<file path="config.mk">
export PLATFORM = sky130hd
export DESIGN_NAME = issue_lag_ctrl
export DESIGN_NICKNAME = d
export VERILOG_FILES = /design/src/rtl/lag_pkg.sv /design/src/rtl/lag_side.sv /design/src/rtl/lag_stack.sv /design/src/rtl/issue_lag_ctrl.sv
export SDC_FILE = /design/constraint.sdc
export NUM_CORES = 1
export LEC_CHECK = 0
export BUFFER_PORTS_ARGS = -buffer_cell sky130_fd_sc_hd__buf_4
export CORE_MARGIN = 10
export CORE_UTILIZATION = 60
export DETAILED_ROUTE_END_ITERATION = 7
export HOLD_SLACK_MARGIN = 0.15
export PLACE_DENSITY = 0.86
export SETUP_SLACK_MARGIN = 0.05
export SLEW_MARGIN = 20
export SYNTH_ARGS = -nofsm -noshare
export SYNTH_HDL_FRONTEND = slang
export SYNTH_SLANG_ARGS = --single-unit
</file>
<file path="constraint.sdc">
create_clock -name clk -period 3.6 [get_ports clk]
set_input_delay 0.18 -clock clk [delete_from_list [all_inputs] [get_ports clk]]
set_output_delay 0.18 -clock clk [all_outputs]
set_load 0.01 [all_outputs]
</file>
<file path="src/rtl/lag_pkg.sv">
package lag_pkg;
  typedef enum logic [1:0] {
    STK_IDLE = 2'd0,
    STK_PUSH = 2'd1,
    STK_POP  = 2'd2
  } stk_op_e;
endpackage

</file>
<file path="src/rtl/lag_side.sv">
module lag_side #(
  parameter int LAG_W = 4
) (
  input  logic             clk,
  input  logic             rst,
  input  logic [LAG_W-1:0] inc,
  input  logic             load,
  input  logic [LAG_W-1:0] load_val,
  output logic [LAG_W-1:0] lag,
  output logic             issue
);
  localparam logic [LAG_W-1:0] MAXV = {LAG_W{1'b1}};

  logic [LAG_W-1:0] lag_q;
  logic [LAG_W-1:0] base;
  logic [LAG_W:0]   sum;
  logic [LAG_W-1:0] nxt;

  always_comb begin
    base = (lag_q != '0) ? lag_q - 1'b1 : '0;
    sum  = {1'b0, base} + {1'b0, inc};
    nxt  = sum[LAG_W] ? MAXV : sum[LAG_W-1:0];
  end

  always_ff @(posedge clk) begin
    if (rst)       lag_q <= '0;
    else if (load) lag_q <= load_val;
    else           lag_q <= nxt;
  end

  assign lag   = lag_q;
  assign issue = (lag_q == '0);

  // plain countdown by one
  a_r2_countdown: assert property (@(posedge clk) disable iff (rst)
    (!load && lag_q != '0 && inc == '0) |=> (lag_q == $past(lag_q) - 1'b1));
  // zero holds without increment
  a_r2_zero_hold: assert property (@(posedge clk) disable iff (rst)
    (!load && lag_q == '0 && inc == '0) |=> (lag_q == '0));
  // result never below the added amount
  a_r3_floor: assert property (@(posedge clk) disable iff (rst)
    (!load) |=> (lag_q >= $past(inc)));
  // restore loads the saved value
  a_r7_load: assert property (@(posedge clk) disable iff (rst)
    load |=> (lag_q == $past(load_val)));
endmodule

</file>
<file path="src/rtl/lag_stack.sv">
module lag_stack #(
  parameter int LAG_W = 4,
  parameter int DEPTH = 8
) (
  input  logic               clk,
  input  logic               rst,
  input  logic               call,
  input  logic               ret,
  input  logic [2*LAG_W-1:0] wdata,
  output logic [2*LAG_W-1:0] rdata,
  output logic               err
);
  import lag_pkg::*;

  localparam int PW = $clog2(DEPTH + 1);
  localparam int AW = (DEPTH > 1) ? $clog2(DEPTH) : 1;
  localparam logic [PW-1:0] FULLV = PW'(DEPTH);

  logic [2*LAG_W-1:0] mem [DEPTH];
  logic [PW-1:0]      ptr;
  logic               full, empty;
  stk_op_e            op;

  assign full  = (ptr == FULLV);
  assign empty = (ptr == '0);

  always_comb begin
    if (call && !ret)      op = STK_PUSH;
    else if (ret && !call) op = STK_POP;
    else                   op = STK_IDLE;
  end

  assign rdata = empty ? '0 : mem[AW'(ptr - 1'b1)];

  always_ff @(posedge clk) begin
    if (!rst && op == STK_PUSH && !full) mem[AW'(ptr)] <= wdata;
  end

  always_ff @(posedge clk) begin
    if (rst) begin
      ptr <= '0;
      err <= 1'b0;
    end else begin
      case (op)
        STK_PUSH: if (full)  err <= 1'b1; else ptr <= ptr + 1'b1;
        STK_POP:  if (empty) err <= 1'b1; else ptr <= ptr - 1'b1;
        default: ;
      endcase
    end
  end

  // flag is sticky
  a_r8_sticky: assert property (@(posedge clk) disable iff (rst)
    err |=> err);
  // pointer never exceeds depth
  a_r8_bound: assert property (@(posedge clk) disable iff (rst)
    ptr <= FULLV);
  // overflow raises the flag and does not move the pointer
  a_r8_overflow: assert property (@(posedge clk) disable iff (rst)
    (op == STK_PUSH && full) |=> (err && $stable(ptr)));
  // accepted call grows the stack by one
  a_r6_push: assert property (@(posedge clk) disable iff (rst)
    (op == STK_PUSH && !full) |=> (ptr == $past(ptr) + 1'b1));
  // simultaneous call and return leave the stack alone
  a_r9_both: assert property (@(posedge clk) disable iff (rst)
    (call && ret) |=> ($stable(ptr) && err == $past(err)));
endmodule

</file>
<file path="src/rtl/issue_lag_ctrl.sv">
module issue_lag_ctrl #(
  parameter int LAG_W = 4,
  parameter int DEPTH = 8
) (
  input  logic             clk,
  input  logic             rst,
  input  logic [LAG_W-1:0] inc_l,
  input  logic [LAG_W-1:0] inc_r,
  input  logic             call_i,
  input  logic             ret_i,
  output logic             issue_l,
  output logic             issue_r,
  output logic [LAG_W-1:0] lag_l,
  output logic [LAG_W-1:0] lag_r,
  output logic             stack_err
);
  localparam int SIDES = 2;

  logic [LAG_W-1:0]   inc_a [SIDES];
  logic [LAG_W-1:0]   lag_a [SIDES];
  logic [LAG_W-1:0]   ld_a  [SIDES];
  logic               iss_a [SIDES];
  logic [2*LAG_W-1:0] saved;
  logic               restore;

  assign restore  = ret_i && !call_i;
  assign inc_a[0] = inc_l;
  assign inc_a[1] = inc_r;

  lag_stack #(.LAG_W(LAG_W), .DEPTH(DEPTH)) u_stack (
    .clk   (clk),
    .rst   (rst),
    .call  (call_i),
    .ret   (ret_i),
    .wdata ({lag_a[1], lag_a[0]}),
    .rdata (saved),
    .err   (stack_err)
  );

  for (genvar s = 0; s < SIDES; s++) begin : g_side
    assign ld_a[s] = saved[s*LAG_W +: LAG_W];
    lag_side #(.LAG_W(LAG_W)) u_side (
      .clk      (clk),
      .rst      (rst),
      .inc      (inc_a[s]),
      .load     (restore),
      .load_val (ld_a[s]),
      .lag      (lag_a[s]),
      .issue    (iss_a[s])
    );
  end

  assign lag_l   = lag_a[0];
  assign lag_r   = lag_a[1];
  assign issue_l = iss_a[0];
  assign issue_r = iss_a[1];

  // equal lags with no new input keep issue in step
  a_r5_equal: assert property (@(posedge clk) disable iff (rst)
    (lag_l == lag_r && inc_l == inc_r && !restore) |=> (issue_l == issue_r));
  // right counter untouched by left activity when idle
  a_r1_indep: assert property (@(posedge clk) disable iff (rst)
    (lag_r == '0 && inc_r == '0 && !restore) |=> (lag_r == '0));
  // issue enables follow the counters
  a_r4_issue: assert property (@(posedge clk) disable iff (rst)
    (issue_l == (lag_l == '0)) && (issue_r == (lag_r == '0)));
endmodule

</file>
## Word level (Yosys, flattened, before mapping)

Memory sizes are Yosys's and may differ from the RTL's.
Cells that the tools add are included.

- Bits in registers: 13
- RAM bits: 64
- Bits of input ports: 12
- Output and inout bits: 11
- Memories: 1

- $add $sub $neg: 6
- Equality and inequality tests: 7
- Mux-type cells: 17
- Reductions and logical operators: 16

Memories:

| memory | words | bits a word | read ports | clocked after memory_dff | write ports | RTL line | text |
|---|---|---|---|---|---|---|---|
| u_stack.mem | 8 | 8 | 1 | 0 | 1 | lag_stack.sv:19 | `logic [2*LAG_W-1:0] mem [DEPTH];` |

Operators by type and width:

| kind | count |
|---|---|
| 4-bit 2-to-1 mux | 8 |
| 4-bit zero test | 3 |
| 4-bit by 1-bit subtractor with 4-bit output (second input constant) | 3 |
| 4-bit by 4-bit adder with 5-bit output | 2 |
| 8-bit 2-to-1 mux | 1 |
| 4-bit one-hot mux with 2 select lines | 1 |
| 4-bit nonzero test | 2 |
| 3-bit AND reduction | 2 |
| 4-bit by 1-bit adder with 4-bit output (second input constant) | 1 |
| 4-bit equality test (second input constant) | 1 |
| 1-bit logical AND | 4 |
| 1-bit zero test | 4 |
| 1-bit 2-to-1 mux | 4 |
| 2-bit 2-to-1 mux | 2 |
| 2-bit by 1-bit inequality test with 1-bit output (second input constant) | 2 |
| 2-bit inequality test (second input constant) | 2 |
| 2-bit by 1-bit equality test with 1-bit output (second input constant) | 1 |
| 2-bit equality test (second input constant) | 1 |
| 1-bit one-hot mux with 2 select lines | 1 |
| 2-bit nonzero test | 1 |

## Logic depth before layout (Yosys ltp)

- Depth after elaboration: 9
- Depth in mapped cells: 9
- Mapped depth without buffers: 9

## Cells and area by module

A second synthesis with hierarchy kept.

- Cell total of the unflattened synthesis: 243
- Area total of the unflattened synthesis: 3535.9 um2

Modules (own cells, without submodules):

| module | instances | cells an instance | area each (um2) | sequential area each (um2) |
|---|---|---|---|---|
| lag_stack | 1 | 163 | 2839.0 | 2021.9 |
| lag_side at g_side[0].u_side | 1 | 40 | 341.6 | 80.1 |
| lag_side at g_side[1].u_side | 1 | 39 | 341.6 | 80.1 |
| issue_lag_ctrl | 1 | 1 | 13.8 | 0.0 |

## Worst setup path after synthesis

OpenSTA, ideal clock, no wires.

- Path kind: register to register
- From: register u_stack.ptr[0]
- To: memory u_stack.mem[1][0] (netlist name), enable pin
- Setup time: 0.383 ns
- Data arrival time: 1.810 ns
- Data required time: 3.217 ns
- Setup slack: 1.407 ns
- Stages on the path, launching flop included: 7
- Path buffers: 1
- Period minus slack after synthesis: 2.193 ns
- Path through: dfxtp_1 buf_2 inv_1 ha_1 nand3b_1 nand4_1 nor3_1

- Word-level cells in the longest chain between the ends: 5

RTL lines:

| element | RTL line | text |
|---|---|---|
| from (decl) | lag_stack.sv:20 | `logic [PW-1:0] ptr;` |
| 4-bit equality test | lag_stack.sv:24 | `assign full = (ptr == FULLV);` |
| 1-bit zero test | lag_stack.sv:36 | `if (!rst && op == STK_PUSH && !full) mem[AW'(ptr)] <= wdata;` |
| 1-bit logical AND | lag_stack.sv:36 |  |
| 1-bit 2-to-1 mux | lag_stack.sv:36 |  |
| 1-bit 2-to-1 mux (implied by the code) | lag_stack.sv:36 |  |
| to (decl) | lag_stack.sv:19 |  |

Parallel ways exist; a longest one is shown, timed or not.

## Worst setup path after layout

- From: register u_stack.ptr[1]
- To: memory u_stack.mem[6][7] (netlist name), enable pin

Same word-level chain as after synthesis.

==> metrics.log <==
INFO  metric route.final.wire_length = 7020 um
INFO  metric detailed_routing_iteration_count_for_the_pre_antenna_repair_pass = 4
INFO  metric final.setup_skew = between 0.009 and 0.01 ns
INFO  metric unrepaired_setup_endpoints_after_global_routing = false
INFO  metric detail_route.iter0.violations = 167
INFO  metric synth-adder-area-share = between 5 and 6%
INFO  metric finalWeightedCongestion = ~0.79
INFO  metric synth_area_per_cell = 14.9 um^2
INFO  metric synth.lib_cells_used.distinct = 37
INFO  metric via_count_of_the_first_global_routing_pass = 2,082
INFO  metric insertedDiodeCount = 0
INFO  metric final_cell_area = 3910 um^2
INFO  metric synth_compound_area_share = 7.56%
INFO  metric timing.critical_path.slowest_stage_cell = nor2_1
INFO  metric hpwlAfterDp = 4610 um
INFO  metric multi_input_gate_area = 1200 um^2
INFO  metric sequential_power_share = between 40 and 50%
INFO  metric largest_fanout_on_the_critical_path = 9
INFO  metric ys.warnings.count = 0
INFO  metric worstSetupPathType = reg -> reg
INFO  metric dpl_cell_area = 3720 um^2
INFO  metric synth-simple-area-share = about 8.4%
INFO  metric mostFrequentLayoutCells = 64 x edfxtp_1, 25 x buf_4, 22 x nor2_1
INFO  metric max_freq = 429 MHz
INFO  metric cts_made_buffers = 9
INFO  metric netlist_top_cells_area = edfxtp_1 55%, mux4_2 10%, dfxtp_1 7.5%, ha_1 4.7%, nor2_1 2.4%
INFO  metric synth_ff_type = edfxtp_1
INFO  metric cellPowerDensity = 683 nW/um^2
INFO  metric synthXorXnorAreaFrac = under 10%
INFO  metric number_of_enable_type_register_cells_in_the_synthesized_netlist = 64
INFO  metric clk_path_buf_depth = 2
INFO  metric timing.critical_path.to_type = flip-flop
INFO  metric slew_violations = 0
INFO  metric grtUsageTotal = 16.7%
INFO  metric final_min_period_over_clock_period = approximately 65%
INFO  metric core-area = 5570 um^2
INFO  metric critical_path.startpoint_type = flip-flop
INFO  metric cts.reportedPaths.clkPinSlew = 0.08 ns
INFO  metric clk-insertion-delay-late = 0.36 ns
INFO  metric sequence_of_cells_on_the_critical_path = inv_1 -> ha_1 -> nand3b_1 -> nand4_1 -> nor2_1
INFO  metric synth-async-reset-ratio = 0%
INFO  metric width_of_the_die = 96.1 um
INFO  metric largest_net_degree_at_the_start_of_global_routing = 22
INFO  metric synthesis.area = 3470 um^2
INFO  metric h-tree-depth = 3
INFO  metric synth-seq-area-share = 62.8%
INFO  metric dieHeight = 96.1 um
INFO  metric num_rows = 27
INFO  metric first_pass_grt_wire_length = ~11,000 um
INFO  metric final.setup.tns = 0 ns
INFO  metric antenna_found_initial = 0
INFO  metric regArea = ~2200 um^2
INFO  metric slew-limit-headroom = 30.4%
INFO  metric final_hold_viol_count = 0
INFO  metric synth.area.mux_share = 11.3%
INFO  metric yosysTopAreaCellShare = 55.3%
INFO  metric most_common_cell_after_layout_fill_and_taps_aside = edfxtp_1
INFO  metric tightestPinTransition = 1.04 ns
INFO  metric synthCells = about 230
INFO  metric area_growth_syn_to_layout = 12.7%
INFO  metric fin_total_pwr = 2.67 mW
INFO  metric max-cap-violations = 0
INFO  metric swShare = around a third
INFO  metric final_setup_violation_count = 0
INFO  metric power_frac_comb = 29.7%
INFO  metric cellInternalPower = 1.77 mW
INFO  metric worst_path_largest_cell_delay = 0.83 ns
INFO  metric detail_route.drc_violations = 0
INFO  metric cp_buf_inv_count = 1
INFO  metric postSynthRegisterBits = 77
INFO  metric pwr-share-clk = 22.9%
INFO  metric fillerInstances = 354
INFO  metric initial_core_util = 62.3%
INFO  metric largest_vdd_supply_drop = 433 uV
INFO  metric layout.nets = 290
INFO  metric main_combinational_cell_family_by_area_after_synthesis = multiplexers
INFO  metric gr-total-overflow = 0
INFO  metric netSwitchingPower = 0.905 mW
INFO  metric hp-class = in -> reg
INFO  metric floorplan.die_area = 9230 um^2
INFO  metric wl_per_cell = between 20 and 25 um
INFO  metric cts_root_buffer = clkbuf_8
INFO  metric worst_ep_arrival_time = 2.31 ns
INFO  metric io_buffers = 22
INFO  metric finalCriticalPeriod = 2.33 ns
INFO  metric cp.required = 3.58 ns
INFO  metric run_status = finished clean
INFO  metric synth_area_leader_cell = edfxtp_1
INFO  metric synth_fp_nets = 260
INFO  metric dr_total_vias = roughly 2.1k
INFO  metric fraction_of_layout_instances_using_a_drive_strength_above_1 = 23.5%
INFO  metric viasPerCell = 6.18
INFO  metric critical_path.top_delay_family = simple AND/OR/NAND/NOR gates
INFO  metric antenna_violating_nets_post_route = 0
INFO  metric layout.core_utilization = 70.2%
INFO  metric leakage = 1.39 nW
INFO  metric cts_tree = built
INFO  metric ioPinCount = 23
INFO  metric clock_sink_count = 77
INFO  metric cts_repair_resize_count = 0
## power groups by stage
| stage | clock network, mW | registers [mW] | logic [mW] |
|---|---|---|---|
| 5_1_grt | 0.660 | 1.28 | 0.879 |
| 4_1_cts | 0.627 | 1.26 | 0.795 |
| 3_3_place_gp | 0 | 1.27 | 0.760 |
| 2_1_floorplan | 0 | 1.24 | 0.554 |
| 6_report | 0.613 | 1.27 | 0.794 |
| 3_5_place_dp | 0 | 1.28 | 0.793 |
## worst min-delay path, cell delays in order
cell and delay (ns):
buf_4 0.08, ha_1 0.12, o21ai_0 0.07, nand2_1 0.06
## metal layers
layer / GRT usage, % / wire length [um] / up-vias
met5: 0 / 0 / -
met4: 9.09 / 171 / 0
met3: 4.20 / 534 / 12
met2: 27.1 / 3550 / 91
met1: 20.2 / 2760 / 1046
li1: - / - / 952
## per-stage QoR
stage,std cells,setup slack (ns),hold slack (ns)
4_1_cts,340,1.30,0.154
2_1_floorplan,233,1.41,0.426
3_3_place_gp,323,1.35,0.450
3_5_place_dp,323,1.32,0.459
6_report,340,1.27,0.182
5_1_grt,340,1.09,0.189
## synth_stat cells, types with 2 or more instances
library cell,count
a211oi_1,2
a21boi_0,2
a21oi_1,9
a22oi_1,8
buf_2,4
clkbuf_1,2
dfxtp_1,13
edfxtp_1,64
fa_1,2
ha_1,13
inv_1,15
mux2i_1,2
mux4_2,16
nand2_1,10
nand2b_1,5
nand4_1,2
nand4b_1,3
nor2_1,22
nor3_1,4
nor4_1,2
o21ai_0,8
o21bai_1,2
o31a_1,2
o31ai_1,2
or4b_2,2
xnor2_1,6
## final cells by class
class / count / area share, %
clock buffers: 9 / 3.16
clock inverters: 7 / 1.63
inverters: 15 / 1.44
multi-input cells: 134 / 30.7
flip-flops and latches: 77 / 55.8
well taps: 72 / 2.30
repair buffers: 26 / 5.05
## worst paths after layout
kind	cells after the start	end	slack [ns]	from
min	4	g_side[1].u_side.lag[0]	0.18	inc_r[0]
max reg2reg	5	u_stack.mem[6][7]	1.27	u_stack.ptr[1]
min reg2reg	1	u_stack.err	0.49	u_stack.err
max	5	u_stack.mem[6][7]	1.27	u_stack.ptr[1]
## logic make-up (layout without fill, tap and decap cells)
| group | after synthesis | after routing |
|---|---|---|
| mux | 19 | 19 |
| buf+inv | 22 | 57 |
| compound gates | 39 | 39 |
| simple gates | 55 | 55 |
| flops | 77 | 77 |
| fa+ha+maj | 15 | 15 |
| xor+xnor | 6 | 6 |
## registers in the layout, summed over array words and instances (netlist names)
signal             count
u_stack.err            1
u_stack.mem           64
u_stack.ptr            4
g_side.u_side.lag      8
## timing repair
item,CTS,global route
hold endpoints to repair,6,0
hold buffers,1,0
buffers inserted,0,0
endpoints found under the setup margin,0,0
Power figures use the tool's default switching activity.
